--- src/rtl/wbuf_pkg.sv ---
package wbuf_pkg;
  typedef enum logic [2:0] {
    ST_IDLE, ST_UNLK2, ST_CMD, ST_CNT, ST_LOAD, ST_CONF
  } seq_state_e;

  localparam logic [7:0]  CMD_UNLK1  = 8'hAA;
  localparam logic [7:0]  CMD_UNLK2  = 8'h55;
  localparam logic [7:0]  CMD_LOAD   = 8'h25;
  localparam logic [7:0]  CMD_CONF   = 8'h29;
  localparam logic [10:0] UNLK_ADDR1 = 11'h555;
  localparam logic [10:0] UNLK_ADDR2 = 11'h2AA;
endpackage

--- src/rtl/wbuf_ctrl.sv ---
module wbuf_ctrl
  import wbuf_pkg::*;
#(
  parameter int DEPTH = 16,
  localparam int IDX_W = $clog2(DEPTH)
) (
  input  logic        clk_i,
  input  logic        rst_ni,
  input  logic        we_i,
  input  logic [10:0] ulk_addr_i,
  input  logic [7:0]  cmd_i,
  input  logic        sect_hit_i,
  input  logic        page_hit_i,
  output seq_state_e  state_o,
  output logic        clr_o,
  output logic        load_o,
  output logic        sect_cap_o,
  output logic        page_cap_o,
  output logic        start_o,
  output logic        abort_o
);
  localparam logic [7:0] MAX_CNT = 8'(DEPTH - 1);

  seq_state_e       state_q, state_d;
  logic [IDX_W-1:0] rem_q, rem_d;
  logic             first_q, first_d;
  logic             start_q, abort_q;
  logic             go, abt, clr_abt;
  logic             is_unlk1, is_unlk2;

  assign is_unlk1 = (ulk_addr_i == UNLK_ADDR1) && (cmd_i == CMD_UNLK1);
  assign is_unlk2 = (ulk_addr_i == UNLK_ADDR2) && (cmd_i == CMD_UNLK2);

  always_comb begin
    state_d    = state_q;
    rem_d      = rem_q;
    first_d    = first_q;
    clr_o      = 1'b0;
    load_o     = 1'b0;
    sect_cap_o = 1'b0;
    page_cap_o = 1'b0;
    go         = 1'b0;
    abt        = 1'b0;
    clr_abt    = 1'b0;
    if (we_i) begin
      unique case (state_q)
        ST_IDLE: if (is_unlk1) begin
          state_d = ST_UNLK2;
          clr_abt = 1'b1;
        end
        ST_UNLK2: state_d = is_unlk2 ? ST_CMD : ST_IDLE;
        ST_CMD: begin
          if (cmd_i == CMD_LOAD) begin
            state_d    = ST_CNT;
            sect_cap_o = 1'b1;
            clr_o      = 1'b1;
          end else begin
            state_d = ST_IDLE;
          end
        end
        ST_CNT: begin
          if (!sect_hit_i || cmd_i > MAX_CNT) begin
            abt     = 1'b1;
            state_d = ST_IDLE;
          end else begin
            rem_d   = cmd_i[IDX_W-1:0];
            first_d = 1'b1;
            state_d = ST_LOAD;
          end
        end
        ST_LOAD: begin
          if (!sect_hit_i || (!first_q && !page_hit_i)) begin
            abt     = 1'b1;
            state_d = ST_IDLE;
          end else begin
            load_o     = 1'b1;
            page_cap_o = first_q;
            first_d    = 1'b0;
            if (rem_q == '0) state_d = ST_CONF;
            else             rem_d   = rem_q - 1'b1;
          end
        end
        ST_CONF: begin
          if (sect_hit_i && cmd_i == CMD_CONF) go  = 1'b1;
          else                                 abt = 1'b1;
          state_d = ST_IDLE;
        end
        default: state_d = ST_IDLE;
      endcase
    end
  end

  always_ff @(posedge clk_i or negedge rst_ni) begin
    if (!rst_ni) begin
      state_q <= ST_IDLE;
      rem_q   <= '0;
      first_q <= 1'b0;
      start_q <= 1'b0;
      abort_q <= 1'b0;
    end else begin
      state_q <= state_d;
      rem_q   <= rem_d;
      first_q <= first_d;
      start_q <= go;
      if (abt)          abort_q <= 1'b1;
      else if (clr_abt) abort_q <= 1'b0;
    end
  end

  assign state_o = state_q;
  assign start_o = start_q;
  assign abort_o = abort_q;
endmodule

--- src/rtl/wbuf_addr_chk.sv ---
module wbuf_addr_chk #(
  parameter int ADDR_W   = 21,
  parameter int SECT_LSB = 15,
  parameter int IDX_W    = 4,
  localparam int SECT_W  = ADDR_W - SECT_LSB,
  localparam int PAGE_W  = ADDR_W - IDX_W
) (
  input  logic              clk_i,
  input  logic              rst_ni,
  input  logic [ADDR_W-1:0] addr_i,
  input  logic              sect_cap_i,
  input  logic              page_cap_i,
  output logic              sect_hit_o,
  output logic              page_hit_o,
  output logic [SECT_W-1:0] sect_o,
  output logic [PAGE_W-1:0] page_o
);
  logic [SECT_W-1:0] sect_q;
  logic [PAGE_W-1:0] page_q;

  always_ff @(posedge clk_i or negedge rst_ni) begin
    if (!rst_ni) begin
      sect_q <= '0;
      page_q <= '0;
    end else begin
      if (sect_cap_i) sect_q <= addr_i[ADDR_W-1:SECT_LSB];
      if (page_cap_i) page_q <= addr_i[ADDR_W-1:IDX_W];
    end
  end

  assign sect_hit_o = addr_i[ADDR_W-1:SECT_LSB] == sect_q;
  assign page_hit_o = addr_i[ADDR_W-1:IDX_W] == page_q;
  assign sect_o     = sect_q;
  assign page_o     = page_q;
endmodule

--- src/rtl/wbuf_store.sv ---
module wbuf_store #(
  parameter int DEPTH  = 16,
  parameter int DATA_W = 16,
  localparam int IDX_W = $clog2(DEPTH)
) (
  input  logic                    clk_i,
  input  logic                    rst_ni,
  input  logic                    clr_i,
  input  logic                    wr_i,
  input  logic [IDX_W-1:0]        idx_i,
  input  logic [DATA_W-1:0]       data_i,
  output logic [DEPTH-1:0]        valid_o,
  output logic [DEPTH*DATA_W-1:0] data_o
);
  for (genvar i = 0; i < DEPTH; i++) begin : g_ent
    logic              vld_q;
    logic [DATA_W-1:0] dat_q;

    always_ff @(posedge clk_i or negedge rst_ni) begin
      if (!rst_ni) begin
        vld_q <= 1'b0;
        dat_q <= '0;
      end else if (clr_i) begin
        vld_q <= 1'b0;
      end else if (wr_i && idx_i == IDX_W'(i)) begin
        vld_q <= 1'b1;
        dat_q <= data_i;
      end
    end

    assign valid_o[i]                   = vld_q;
    assign data_o[i*DATA_W +: DATA_W]   = dat_q;
  end
endmodule

--- src/rtl/wbuf_seq.sv ---
module wbuf_seq
  import wbuf_pkg::*;
#(
  parameter int ADDR_W   = 21,
  parameter int DATA_W   = 16,
  parameter int DEPTH    = 16,
  parameter int SECT_LSB = 15,
  localparam int IDX_W   = $clog2(DEPTH),
  localparam int PAGE_W  = ADDR_W - IDX_W,
  localparam int SECT_W  = ADDR_W - SECT_LSB
) (
  input  logic                    clk_i,
  input  logic                    rst_ni,
  input  logic                    we_i,
  input  logic [ADDR_W-1:0]       addr_i,
  input  logic [DATA_W-1:0]       data_i,
  output logic                    start_o,
  output logic                    abort_o,
  output logic [PAGE_W-1:0]       page_o,
  output logic [DEPTH-1:0]        valid_o,
  output logic [DEPTH*DATA_W-1:0] wdata_o
);
  seq_state_e        state_w;
  logic              clr_w, load_w, sect_cap_w, page_cap_w;
  logic              sect_hit_w, page_hit_w;
  logic [SECT_W-1:0] sect_w;

  wbuf_ctrl #(.DEPTH(DEPTH)) u_ctrl (
    .clk_i      (clk_i),
    .rst_ni     (rst_ni),
    .we_i       (we_i),
    .ulk_addr_i (addr_i[10:0]),
    .cmd_i      (data_i[7:0]),
    .sect_hit_i (sect_hit_w),
    .page_hit_i (page_hit_w),
    .state_o    (state_w),
    .clr_o      (clr_w),
    .load_o     (load_w),
    .sect_cap_o (sect_cap_w),
    .page_cap_o (page_cap_w),
    .start_o    (start_o),
    .abort_o    (abort_o)
  );

  wbuf_addr_chk #(.ADDR_W(ADDR_W), .SECT_LSB(SECT_LSB), .IDX_W(IDX_W)) u_addr (
    .clk_i      (clk_i),
    .rst_ni     (rst_ni),
    .addr_i     (addr_i),
    .sect_cap_i (sect_cap_w),
    .page_cap_i (page_cap_w),
    .sect_hit_o (sect_hit_w),
    .page_hit_o (page_hit_w),
    .sect_o     (sect_w),
    .page_o     (page_o)
  );

  wbuf_store #(.DEPTH(DEPTH), .DATA_W(DATA_W)) u_store (
    .clk_i   (clk_i),
    .rst_ni  (rst_ni),
    .clr_i   (clr_w),
    .wr_i    (load_w),
    .idx_i   (addr_i[IDX_W-1:0]),
    .data_i  (data_i),
    .valid_o (valid_o),
    .data_o  (wdata_o)
  );
endmodule

--- config.mk ---
export PLATFORM = sky130hd
export DESIGN_NAME = wbuf_seq
export DESIGN_NICKNAME = d
export VERILOG_FILES = /design/src/rtl/wbuf_pkg.sv /design/src/rtl/wbuf_ctrl.sv /design/src/rtl/wbuf_addr_chk.sv /design/src/rtl/wbuf_store.sv /design/src/rtl/wbuf_seq.sv
export SDC_FILE = /design/constraint.sdc
export NUM_CORES = 1
export LEC_CHECK = 0
export ABC_AREA = 1
export BUFFER_PORTS_ARGS = -buffer_cell sky130_fd_sc_hd__clkbuf_2
export CAP_MARGIN = 10
export CORE_ASPECT_RATIO = 0.6
export CORE_UTILIZATION = 57
export CTS_CLUSTER_DIAMETER = 100
export DETAILED_ROUTE_END_ITERATION = 10
export PLACE_DENSITY_LB_ADDON = 0.08
export SLEW_MARGIN = 10
export SYNTH_ARGS = -nofsm -noshare
export SYNTH_HDL_FRONTEND = slang
export SYNTH_SLANG_ARGS = --single-unit
--- constraint.sdc ---
create_clock -name clk_i -period 3.45 [get_ports clk_i]
set_clock_uncertainty 0.15 [all_clocks]
set_input_delay 0 -clock clk_i [delete_from_list [all_inputs] [get_ports clk_i]]
set_output_delay 0 -clock clk_i [all_outputs]
set_load 0.03 [all_outputs]
* Word level (Yosys, flattened, before mapping)
Cells that the tools add are included.
Widths: inputs -> output; s select.
** Cells by class
- Reductions and logical operators :: 65
- Add/sub/neg operators :: 1
- Eq/ne operators :: 33
- Order comparisons :: 1
- Bitwise logic cells :: 1
- Mux-type cells :: 68
** Operators by type and width (count)
- $mux 1 :: 55
- $reduce_bool 2->1 :: 18
- $eq 4x4->1 const B :: 8
- $reduce_and 2->1 :: 16
- $logic_and 1x1->1 :: 20
- $eq 17x17->1 :: 1
- $eq 4x3->1 const B :: 4
- $eq 8x6->1 const B :: 2
- $pmux 3 s5 :: 1
- $mux 3 :: 4
- $mux 4 :: 3
- $eq 11x10->1 const B :: 1
- $eq 11x11->1 const B :: 1
- $eq 4x2->1 const B :: 2
- $eq 8x7->1 const B :: 1
- $eq 8x8->1 const B :: 1
- $gt 8x4->1 const B :: 1
- $logic_not 4->1 :: 2
- $pmux 4 s2 :: 1
- $eq 3x2->1 const B :: 2
- $eq 3x3->1 const B :: 2
- $eq 6x6->1 :: 1
- $ne 2x2->1 const B :: 3
- $reduce_and 5->1 :: 1
- 14 further kinds :: 18
** Storage, ports and cells
- Register bits :: 305
- Input bits :: 40
- Word-level logic and storage cells :: 208

* Depth between registers and ports, before layout
Gate-level depths: netlist of the first run.
- Depth in word-level cells :: 10
- Depth in mapped cells :: 14
- Depth with buffers taken out :: 13

* Cells and area by module
From an unflattened synthesis of the first run, not the netlist that was laid out.
** Unflattened totals
- Cell total of the unflattened synthesis :: 1509
- Area, all modules :: 12766.0 µm²
** By module, submodules not included
- wbuf_store :: area an instance 10714.0 µm², instances 1, cells an instance 1220, sequential area each 6806.5 µm²
- wbuf_addr_chk :: area an instance 1179.9 µm², instances 1, cells an instance 141, sequential area each 575.6 µm²
- wbuf_ctrl :: area an instance 872.1 µm², instances 1, cells an instance 148, sequential area each 250.2 µm²

* Worst setup path after synthesis of the first run
Ideal clock, no wire load.
- Path type :: register -> register
- Start point :: reg u_addr.page_q[2] (netlist: u_addr.page_o[2])
- End point :: reg u_store.g_ent[0].dat_q[3]
- Data arrival time :: 1.812 ns
- Stages on the path, launching flop included :: 14
- Setup slack :: 1.365 ns
- Path buffers :: 2
- Cell sequence :: dfrtp_1 inv_1 nand2_1 nand2_1 nor2_1 nand3_1 nor2_1 nand2_1 nand2_2 nand4_4 buf_6 buf_2 o21ai_0 nand2_1
** Between the ends
- Longest elaborated chain between the ends :: 9
** Ends and longest elaborated chain
- start, declared :: RTL line wbuf_addr_chk.sv:19 : logic [PAGE_W-1:0] page_q;
- start signal, assigned :: RTL line wbuf_addr_chk.sv:27 : if (page_cap_i) page_q <= addr_i[ADDR_W-1:IDX_W];
- $eq 17x17->1 :: RTL line wbuf_addr_chk.sv:32 : assign page_hit_o = addr_i[ADDR_W-1:IDX_W] == page_q;
- $logic_not 1->1 :: RTL line wbuf_ctrl.sv:72 : if (!sect_hit_i || (!first_q && !page_hit_i)) begin
- $logic_and 1x1->1 :: RTL line wbuf_ctrl.sv:72
- $logic_or 1x1->1 :: RTL line wbuf_ctrl.sv:72
- $mux 1 :: RTL line wbuf_ctrl.sv:72
- $mux 1 :: RTL line wbuf_ctrl.sv:46 : unique case (state_q)
- $mux 1 :: RTL line wbuf_ctrl.sv:45 : if (we_i) begin
- $logic_and 1x1->1 :: RTL line wbuf_store.sv:25 : end else if (wr_i && idx_i == IDX_W'(i)) begin
- $reduce_and 2->1 (no line)
- end signal, assigned :: RTL line wbuf_store.sv:27 : dat_q <= data_i;
- end, declared :: RTL line wbuf_store.sv:17 : logic [DATA_W-1:0] dat_q;
No other way between the ends.
A chain may end at the register's enable or synchronous reset.

* Final worst setup path of the first run
- Start point :: in data_i[3]
- End point :: reg u_ctrl.abort_q (netlist: u_ctrl.abort_o)
** Between the ends
- Longest elaborated chain between the ends :: 6
** Ends and longest elaborated chain
- start, declared :: RTL line wbuf_seq.sv:16 : input logic [DATA_W-1:0] data_i,
- $gt 8x4->1 (tied with other cells) :: RTL line wbuf_ctrl.sv:62 : if (!sect_hit_i || cmd_i > MAX_CNT) begin
- $logic_or 1x1->1 (tied with other cells) :: RTL line wbuf_ctrl.sv:62
- $mux 1 (on tied branches) :: RTL line wbuf_ctrl.sv:62, wbuf_ctrl.sv:47, wbuf_ctrl.sv:84
- $pmux 1 s3 or $mux 1 (tied branches) :: RTL line wbuf_ctrl.sv:46
- $mux 1 :: RTL line wbuf_ctrl.sv:45
- $mux 1 or $reduce_bool 2->1 (tied branches)
- end signal, assigned :: RTL line wbuf_ctrl.sv:99 : abort_q <= 1'b0;
- end signal, assigned :: RTL line wbuf_ctrl.sv:105 : if (abt) abort_q <= 1'b1;
- end signal, assigned :: RTL line wbuf_ctrl.sv:106 : else if (clr_abt) abort_q <= 1'b0;
- end, declared :: RTL line wbuf_ctrl.sv:27 : logic start_q, abort_q;
Parallel ways exist; a longest one is shown, timed or not.

==> results of run 1 <==
## Yosys cell counts (all sizes together)
cell,instances,area share (%)
buf,64,3.4
nand3b,1,0.057
dfrtp,305,58
nor3,9,0.34
nor4,2,0.095
xnor2,5,0.33
and2,1,0.048
ha,1,0.095
nand3,11,0.42
a21oi,2,0.076
mux2,1,0.086
o21ai,254,9.7
nand4,15,0.83
inv,59,1.7
xor2,7,0.47
nand2,658,19
clkbuf,49,1.4
nor2,69,3.8
o31ai,1,0.057
## what timing repair did
item / CTS / global route
hold buffers: 43 / 0
hold endpoints to repair: 550 / 0
gates resized for setup: 0 / 0
## metrics by stage
stage	cell area [sq um]	std cells	util (%)	power, mW
2_1_floorplan	13100	1514	-	3.83
3_3_place_gp	14700	2050	65.8	4.02
3_5_place_dp	14700	2050	65.8	4.03
4_1_cts	16000	2140	71.8	7.11
5_1_grt	16000	2140	71.8	7.30
6_report	16000	2140	71.8	7.09
## sequential cells by signal, summed over array words and instances, names as in the netlist
name	cells
u_ctrl.rem_q	4
u_store.g_ent.vld_q	16
u_ctrl.first_q	1
u_addr.page_o	17
u_addr.sect_o	6
u_ctrl.abort_o	1
u_store.g_ent.dat_q	256
u_ctrl.state_o	3
u_ctrl.start_o	1
## logic make-up after synthesis
logic type,Yosys count,share of synthesized area (%)
AND/OR/NAND/NOR,766,24.5
flip-flops,305,58.2
AO/OA/AOI/OAI,257,9.83
buffers and inverters,172,6.48
XOR/XNOR,12,0.802
multiplexers,1,0.0859
adder cells (fa/ha/maj),1,0.0954
## worst register-to-register path: stages (launching register included)
cell     delay (ns)
dfrtp_1        0.44
nor2_1         0.12
inv_1          0.05
nor2_1         0.54
nand4_4        0.29
buf_4          0.42
nor2_8         0.40
nand2_1        0.09
nand2_1        0.11
## placed cells by master (no fill, tap or decap), types with 5 or more instances in the layout
master / netlist / routed
o21ai_1: 154 / 154
nand3_1: 11 / 11
inv_2: 7 / 7
clkbuf_16: 0 / 29
dlygate4sd3_1: 0 / 42
buf_4: 21 / 7
o21ai_0: 100 / 100
inv_1: 52 / 52
xor2_1: 7 / 7
nand2_1: 657 / 657
nor2_8: 14 / 14
clkbuf_2: 1 / 329
xnor2_1: 5 / 5
clkbuf_1: 48 / 7
nor3_1: 9 / 9
dfrtp_1: 305 / 305
nor2_1: 53 / 52
nand4_1: 14 / 14
## power by group through the flow
stage / sequential [mW] / clock (mW) / combinational [mW]
2_1_floorplan: 3.68 / 0 / 0.157
3_3_place_gp: 3.67 / 0 / 0.350
3_5_place_dp: 3.67 / 0 / 0.353
4_1_cts: 3.61 / 3.11 / 0.395
5_1_grt: 3.61 / 3.25 / 0.435
6_report: 3.61 / 3.09 / 0.398
## per-layer routing
layer / share of wire [%] / up-vias / wire length [microns] / track usage, %
li1: - / 5380 / - / -
met1: 43 / 5556 / 17400 / 51.6
met2: 45 / 497 / 18200 / 51.8
met3: 9.4 / 62 / 3770 / 6.80
met4: 2.1 / 0 / 846 / 7.95
met5: 0 / - / 0 / 0
## final cells by class
class / instances / area share (%)
clock inverters: 7 / 0.571
clock buffers: 40 / 5.04
multi-input cells: 1037 / 28.9
well taps: 308 / 2.41
inverters: 59 / 1.38
repair buffers: 384 / 14.0
flip-flops and latches: 305 / 47.7
## how the worst max path moves through the flow
stage,to,depth (start not counted)
after floorplan,u_store.g_ent[0].dat_q[3]$_DFFE_PN0P_,13
after detailed placement,u_store.g_ent[12].dat_q[3]$_DFFE_PN0P_,8
after CTS,u_store.g_ent[14].dat_q[6]$_DFFE_PN0P_,8
after global routing,u_ctrl.rem_q[1]$_DFFE_PN0P_,8
after global placement,u_store.g_ent[1].dat_q[3]$_DFFE_PN0P_,8
final,u_ctrl.abort_o$_DFFE_PN0P_,9
==> flow_summary_export.csv, run 1 <==
group,metric,value,unit
timing,rsz0062_at_grt,"no",
timing,fin_crit,2.69,ns
yosys,avgSynthCellArea,8.66,sq um
setup_path,reg2reg_from,"u_ctrl.state_o[0]$_DFFE_PN0P_",
global_routing,grt_overflow,0,
timing,timing.hold.ws,0.0210,ns
routing,first_pass_iters,5,
routing,vias,11500,
job,drv_cap,0,
hold_path,holdCritStartpoint,"data_i[4]",
clock_tree,post_cts_buffers,0,
global_routing,grt_pass1_wl,62300,microns
outcome,status,"completed",
layout,area_delta_synth_final,22.1,%
setup_path,path_cells,"dlygate4sd3_1 > clkbuf_2 > nand3_1 > nor3_1 > dlygate4sd3_1 > nand4_1 > dlygate4sd3_1 > o21ai_0 > nand2_1",
routing,totalWireLength,40200,microns
clock_tree,path_clk_slew,0.07,ns
yosys,synth_nets,1555,
placement,hpwl,26200,microns
setup_path,crit_path_frequent_cell,"dlygate4sd3_1",
placement,port_buffers,330,
setup_path,max_stage_delay,0.59,ns
placement,gp_congestion,0.850,
routing,ant_nets,0,
setup_path,cp_top_family,"buffers and inverters",
layout,multi_input_area,0.00463,sq mm
hold_path,holdPathStages,3,
timing,worst_pin_slew,0.936,ns
yosys,ys_warn_count,0,
routing,drc_errors,0,
setup_path,critical_path.slowest_cell,"clkbuf_2",
setup_path,required,3.72,ns
timing,hold_viol_final,0,
timing,setup_ws,0.761,ns
setup_path,cp-start-kind,"input pin",
die,die_height,119,microns
routing,post_drt_wl_per_cell,18.8,microns
routing,vias_per_cell,5.37,
layout,drive_above_1_share,22.3,%
yosys,ys_seq_area_share,58.2,%
clock_tree,clk_path_buf_depth,3,
clock_tree,clock-sinks,305,
layout,fillers,1788,
layout,seqCellArea,0.00763,sq mm
setup_path,cp.arrival,2.96,ns
setup_path,path_buf_inv,4,
setup_path,path_class,"in -> reg",
setup_path,worstPathMaxFanout,20,
layout,final_nets,1856,
hold_path,hp-class,"in -> reg",
timing,finalSetupViolCount,0,
setup_path,setup.worst_path.start,"data_i[3]",
setup_path,ff2ff_setup_slack,0.78,ns
timing,fmax,0.372,GHz
die,core_area,0.0223,sq mm
power,p_sw,1.63,mW
layout,insertedDiodeCount,0,
power,seqPwrFrac,50.9,%
global_routing,grt_pass1_vias,10700,
hold_path,holdPathEnd,"u_store.g_ent[3].dat_q[4]$_DFFE_PN0P_",
timing,setup_tns,0,ns
global_routing,grt_use_total,34.4,%
clock_tree,worstSkewPairLatency,0.53,ns
yosys,syn_area,0.0131,sq mm
power,combPwrFrac,5.6,%
placement,place_ws,0.869,ns
die,start_util,58.8,%
setup_path,end_kind,"flop",
clock_tree,cts_buffers,28,
clock_tree,cts-root-buf,"clkbuf_16",
global_routing,antenna_found_initial,0,
yosys,netlist_instances,1514,
clock_tree,h-tree-depth,1,
die,die_x,198,microns
power,peakVddDrop,369,uV
die,die-area,0.0236,sq mm
power,cellPowerDensity,443,mW/mm^2
die,ios,331,
clock_tree,cts_tree,"yes",
power,clkPwrFrac,43.5,%
timing,period_share,78.0,%
global_routing,grt_max_degree,136,
yosys,yosysUniqueCellTypes,30,
power,cell_internal_pwr,5.46,mW
timing,drv_slew,0,
power,p_leak,9.77,nW
yosys,ys_seq_elements,305,
die,rows,42,
setup_path,reg2regPathDepth,8,
setup_path,reg2reg_to,"u_store.g_ent[11].dat_q[7]$_DFFE_PN0P_",
power,p_sw_share,23.0,%
routing,dr.first_iter.drc_count,1045,
timing,maxSlewHeadroom,37.5,%
Note: power is estimated with default switching activity, not from simulation.
==> inputs of run 2 (changes only) <==
- ABC_AREA: 1 -> 0
- CORE_UTILIZATION: 57 -> 53
- clock period: 3.45 -> 2.5 ns (I/O delays scaled with it)
==> flow_summary_export.csv, run 2 <==
group,metric,value,unit
power,p_leak,9.49,nW
yosys,synth_nets,858,
hold_path,hp-class,"in -> reg",
die,die_height,122,microns
timing,fmax,0.355,GHz
yosys,async_flop_share,100,%
yosys,yosysTopAreaCell,"dfrtp_1",
routing,maxUsedRoutingLayer,"met4",
routing,totalWireLength,38500,microns
placement,dp_cells,1462,
setup_path,setup.worst_path.start,"u_addr.page_o[12]$_DFFE_PN0P_",
setup_path,max_stage_delay,0.42,ns
yosys,ys_seq_elements,305,
clock_tree,clk_path_buf_depth,3,
setup_path,worstPathMaxFanout,8,
die,rows,43,
timing,setup_ws,-0.317,ns
timing,worst_pin_slew,0.693,ns
outcome,status,"complete, but fails checks",
layout,final_cell_mix,"clkbuf_2, dfrtp_1, mux2_4",
timing,finalSetupViolCount,267,
yosys,avgSynthCellArea,15.6,sq um
routing,drc_errors,0,
timing,maxSlewHeadroom,53.8,%
timing,hold_viol_final,0,
timing,fin_crit,2.82,ns
layout,largest_reg_flops,256,
yosys,yosysMostFrequentCell,"dfrtp_1",
clock_tree,cts-root-buf,"clkbuf_16",
yosys,synth-main-ff-cell,"dfrtp_1",
die,die_x,202,microns
clock_tree,cts_buffers,27,
yosys,synth_edf_count,0,
clock_tree,path_clk_slew,0.06,ns
placement,port_buffers,330,
yosys,ys_warn_count,0,
global_routing,grt_use_total,29.0,%
yosys,yosys-top-cells-count,"dfrtp_1, mux2_2, mux2_4",
global_routing,grt_max_degree,82,
yosys,syn_area,0.0127,sq mm
layout,final_util,75.8,%
power,peakVddDrop,423,uV
power,cellPowerDensity,564,mW/mm^2
timing,timing.hold.ws,0.114,ns
layout,regMostFlops,"u_store.g_ent.dat_q",
yosys,netlist_instances,817,
routing,wl_met2,16800,microns
setup_path,reg2reg_from,"u_addr.page_o[12]$_DFFE_PN0P_",
placement,gp_congestion,0.840,
layout,mostFrequentLayoutCell,"clkbuf_2",
routing,vias,8882,
setup_path,path_cells,"xor2_2 > nor4_2 > nand4_1 > o21a_4 > buf_8 > buf_8 > nor4_4 > buf_6 > clkbuf_16 > mux2_4",
yosys,ys_seq_area_share,59.9,%
global_routing,grt_pass1_vias,8851,
global_routing,antenna_found_initial,0,
setup_path,path_class,"reg -> reg",
global_routing,grt_overflow,0,
power,fin_total_pwr,9.97,mW
clock_tree,cts_tree,"yes",
clock_tree,worstSkewPairLatency,0.56,ns
placement,hpwl,24000,microns
yosys,synth.top_cell.area_share,59.9,%
setup_path,cp.arrival,3.10,ns
global_routing,grt_pass1_wl,53800,microns
routing,routedLengthMet1,17700,microns
setup_path,required,2.78,ns
outcome,violations,"setup timing",
routing,first_pass_iters,4,
die,start_util,54.6,%
yosys,synthTopCellsByArea,"dfrtp_1, mux2_2, mux2_4",
routing,dr_wl_met3,3170,microns
layout,drive_above_1_share,63.8,%
setup_path,reg2regPathDepth,10,
routing,dr.first_iter.drc_count,510,
timing,drv_slew,0,
die,ios,331,
setup_path,cp-start-kind,"flop",
routing,vias_per_cell,5.53,
hold_path,holdCritStartpoint,"addr_i[13]",
die,core_area,0.0233,sq mm
hold_path,holdPathStages,3,
timing,setup_tns,-53.85,ns
clock_tree,h-tree-depth,1,
layout,final_nets,1312,
die,die-area,0.0247,sq mm
timing,period_share,113,%
routing,ant_nets,0,
setup_path,crit_path_frequent_cell,"buf_8",
clock_tree,clock-sinks,305,
setup_path,end_kind,"flop",
layout,fin_cells,1605,
setup_path,critical_path.slowest_cell,"dfrtp_2",
job,drv_cap,0,
routing,post_drt_wl_per_cell,24.0,microns
yosys,yosysUniqueCellTypes,45,
layout,area_delta_synth_final,38.9,%
timing,rsz0062_at_grt,"yes",
==> run 2: per-stage QoR <==
stage	area, sq um	worst slack, ns
after global routing	17700	-0.370
after detailed placement	15100	-0.263
after global placement	15100	-0.264
final	17700	-0.317
after CTS	16800	-0.261
after floorplan	12900	-0.166
==> run 2: repair_timing <==
action / CTS / global route
gates resized for setup: 55 / 99
hold buffers: 42 / 0
endpoints found under the hold margin: 587 / 0
cloned: 4 / 18
pin swaps: 1 / 12
endpoints found under the setup margin: 261 / 285
setup buffers: 6 / 28
==> run 2: layout make-up <==
type | count | area [sq um]
sequential | 305 | 7640
fill | 1495 | 5650
inverter | 9 | 33.8
clock inverter | 11 | 183
antenna | 2 | 5.00
multi-input combinational | 442 | 5210
timing repair buffer | 486 | 3460
tap | 315 | 394
clock buffer | 35 | 776
==> run 2: path summary, 6_finish.rpt <==
kind	slack [ns]	endpoint
max in group asynchronous	0.99	u_store.g_ent[2].dat_q[14]$_DFFE_PN0P_
setup / recovery	-0.32	u_store.g_ent[15].dat_q[0]$_DFFE_PN0P_
setup reg to reg	-0.32	u_store.g_ent[15].dat_q[0]$_DFFE_PN0P_
hold / removal	0.11	u_addr.page_o[9]$_DFFE_PN0P_
min in group asynchronous	0.43	u_addr.page_o[15]$_DFFE_PN0P_
hold reg to reg	0.34	u_store.g_ent[6].vld_q$_DFFE_PN0P_
==> run 2: critical path: cells and delay by family, from the launching register on <==
| family | cells | cell delay [ns] |
|---|---|---|
| buffers and inverters | 4 | 0.61 |
| AND/OR/NAND/NOR | 3 | 0.76 |
| multiplexers | 1 | 0.30 |
| AO/OA/AOI/OAI | 1 | 0.29 |
| XOR/XNOR | 1 | 0.16 |
| flip-flops | 1 | 0.42 |
==> run 2: layer usage <==
| metal | vias up | global-route usage, % |
|---|---|---|
| li1 | 3808 | - |
| met1 | 4657 | 42.2 |
| met2 | 356 | 42.6 |
| met3 | 61 | 8.67 |
| met4 | 0 | 7.47 |
| met5 | - | 0 |
==> run 2: logic make-up after synthesis <==
group / count (synthesis) / synth area share (%)
xor gates and xnor gates: 23 / 1.58
DFF: 305 / 59.9
buffers and inverters: 78 / 4.54
AOI/OAI and AO/OA: 41 / 2.23
muxes: 280 / 26.3
and+or+nand+nor: 89 / 5.30
adders and majority gates: 1 / 0.0982
==> run 2: power breakdown <==
part	switching [mW]	leakage, nW	internal, mW	total, mW
Combinational	0.335	4.81	0.157	0.493
Clock	1.84	0.475	2.69	4.53
Sequential	0.00934	4.21	4.94	4.95
Total	2.19	9.49	7.79	9.97
==> inputs of run 3 (changes only) <==
- PLACE_DENSITY: default -> 0.87
- PLACE_DENSITY_LB_ADDON: 0.08 -> default
- RECOVER_POWER: default -> 100
==> flow_summary_export.csv, run 3 (synthesized netlist as in run 2, its figures left out) <==
group,metric,value,unit
setup_path,path_class,"reg -> reg",
hold_path,holdPathEnd,"u_ctrl.state_o[1]$_DFFE_PN0P_",
setup_path,cp-start-kind,"flop",
setup_path,reg2reg_to,"u_store.g_ent[11].dat_q[0]$_DFFE_PN0P_",
die,die-area,0.0247,sq mm
layout,final_util,73.2,%
setup_path,end_kind,"flop",
layout,regMostFlops,"u_store.g_ent.dat_q",
routing,first_pass_iters,5,
routing,vias_per_cell,5.81,
timing,finalSetupViolCount,274,
setup_path,reg2reg_from,"u_addr.page_o[11]$_DFFE_PN0P_",
layout,drive_above_1_share,39.6,%
timing,rsz0062_at_grt,"yes",
routing,vias,9228,
die,start_util,54.6,%
outcome,status,"complete, but fails checks",
global_routing,grt_overflow,0,
hold_path,holdPathStages,6,
timing,hold_viol_final,2,
layout,largest_reg_flops,256,
timing,period_share,115,%
clock_tree,clk_path_buf_depth,3,
die,rows,43,
power,fin_total_pwr,9.85,mW
global_routing,grt_use_total,31.5,%
hold_path,hp-class,"in -> reg",
clock_tree,worstSkewPairLatency,0.55,ns
die,ios,331,
die,core_area,0.0233,sq mm
routing,drc_errors,0,
placement,gp_congestion,0.928,
setup_path,cp.arrival,3.15,ns
setup_path,worstPathMaxFanout,8,
outcome,violations,"hold timing, setup timing",
timing,maxSlewHeadroom,25.6,%
power,p_sw,2.31,mW
clock_tree,cts_tree,"yes",
power,p_leak,8.35,nW
routing,dr.first_iter.drc_count,641,
clock_tree,cts-root-buf,"clkbuf_16",
power,seqPwrFrac,50.3,%
timing,setup_ws,-0.364,ns
layout,final_nets,1295,
power,clkPwrFrac,44.8,%
hold_path,holdCritStartpoint,"data_i[1]",
placement,dp_cells,1455,
global_routing,grt_max_degree,79,
timing,timing.hold.ws,-0.00459,ns
layout,fillers,1565,
timing,drv_slew,0,
timing,worst_pin_slew,1.12,ns
timing,fmax,0.349,GHz
routing,totalWireLength,43000,microns
clock_tree,cts_buffers,28,
layout,fin_cells,1588,
global_routing,grt_pass1_wl,58000,microns
global_routing,antenna_found_initial,1,
setup_path,ff2ff_setup_slack,-0.36,ns
clock_tree,h-tree-depth,1,
setup_path,reg2regPathDepth,10,
placement,hpwl,24600,microns
timing,fin_crit,2.86,ns
layout,area_delta_synth_final,34.2,%
power,cell_internal_pwr,7.55,mW
job,drv_cap,0,
power,p_sw_share,23.4,%
power,combPwrFrac,5.0,%
placement,port_buffers,330,
setup_path,required,2.78,ns
layout,final_cell_mix,"clkbuf_1, dfrtp_1, mux2_4",
global_routing,grt_pass1_vias,9338,
clock_tree,path_clk_slew,0.07,ns
die,die_x,202,microns
clock_tree,clock-sinks,305,
placement,place_ws,-0.215,ns
power,peakVddDrop,524,uV
routing,post_drt_wl_per_cell,27.1,microns
die,die_height,122,microns
power,cellPowerDensity,576,mW/mm^2
routing,ant_nets,0,
[run 3: cell count changes in the layout (fill, tap and decap cells not counted), moves of 5 or more]
cell	change
buf_4	-26
clkbuf_1	+296
buf_16	+5
buf_8	-5
clkbuf_2	-281
mux2_4	-5
[run 3: how the worst max path moves through the flow]
stage	start	end
floorplan	u_addr.page_o[11]$_DFFE_PN0P_	u_store.g_ent[6].dat_q[10]$_DFFE_PN0P_
global placement	u_addr.page_o[5]$_DFFE_PN0P_	u_store.g_ent[14].dat_q[15]$_DFFE_PN0P_
detailed placement	u_addr.page_o[4]$_DFFE_PN0P_	u_store.g_ent[14].dat_q[15]$_DFFE_PN0P_
CTS	u_addr.page_o[5]$_DFFE_PN0P_	u_store.g_ent[3].dat_q[11]$_DFFE_PN0P_
global route	u_addr.page_o[12]$_DFFE_PN0P_	u_store.g_ent[11].dat_q[0]$_DFFE_PN0P_
finish	u_addr.page_o[11]$_DFFE_PN0P_	u_store.g_ent[11].dat_q[0]$_DFFE_PN0P_
[run 3: layout make-up]
class                      instances  area [sq um]  area share (%)
tap                              315           394            2.31
clock buffer                      36           792            4.63
clock inverter                    12           134           0.783
timing repair buffer             473          2980            17.4
inverter                           9          33.8           0.198
sequential                       305          7640            44.7
multi-input combinational        437          5120            29.9
antenna                            1          2.50          0.0146
[run 3: power groups by stage]
stage | Clock (mW) | Sequential [mW] | Combinational [mW]
5_1_grt | 4.65 | 4.95 | 0.523
3_3_place_gp | 0 | 5.05 | 0.398
4_1_cts | 4.40 | 4.95 | 0.462
3_5_place_dp | 0 | 5.05 | 0.408
2_1_floorplan | 0 | 5.04 | 0.140
6_report | 4.41 | 4.95 | 0.490
[run 3: repair_timing]
action / CTS / global route
setup buffers: 6 / 16
cloned: 5 / 15
hold buffers: 44 / 0
endpoints found under the hold margin: 577 / 0
setup endpoints to repair: 265 / 279
resized for setup: 43 / 93
pin swaps: 0 / 8
[run 3: worst max-delay path, stage by stage (launching register included)]
cell	delay, ns
dfrtp_2	0.41
xor2_1	0.15
nor4_2	0.37
nand4_1	0.23
o21a_4	0.29
buf_12	0.15
buf_4	0.16
nor4_4	0.15
buf_6	0.18
clkbuf_16	0.18
mux2_2	0.33
[run 3: stage by stage]
stage / setup TNS [ns] / cell area [sq um]
after floorplan: -19.40 / 12900
after global placement: -33.58 / 15100
after detailed placement: -41.72 / 15100
after CTS: -38.21 / 16800
after global routing: -90.17 / 17100
final: -73.44 / 17100
[run 3: layer usage]
layer	global-route usage [%]	part of all wire, %	vias to the layer above
li1	-	-	3759
met1	43.5	41	4779
met3	9.26	9.3	123
met5	0	0	-
met4	9.87	3.8	0
met2	48.4	46	567
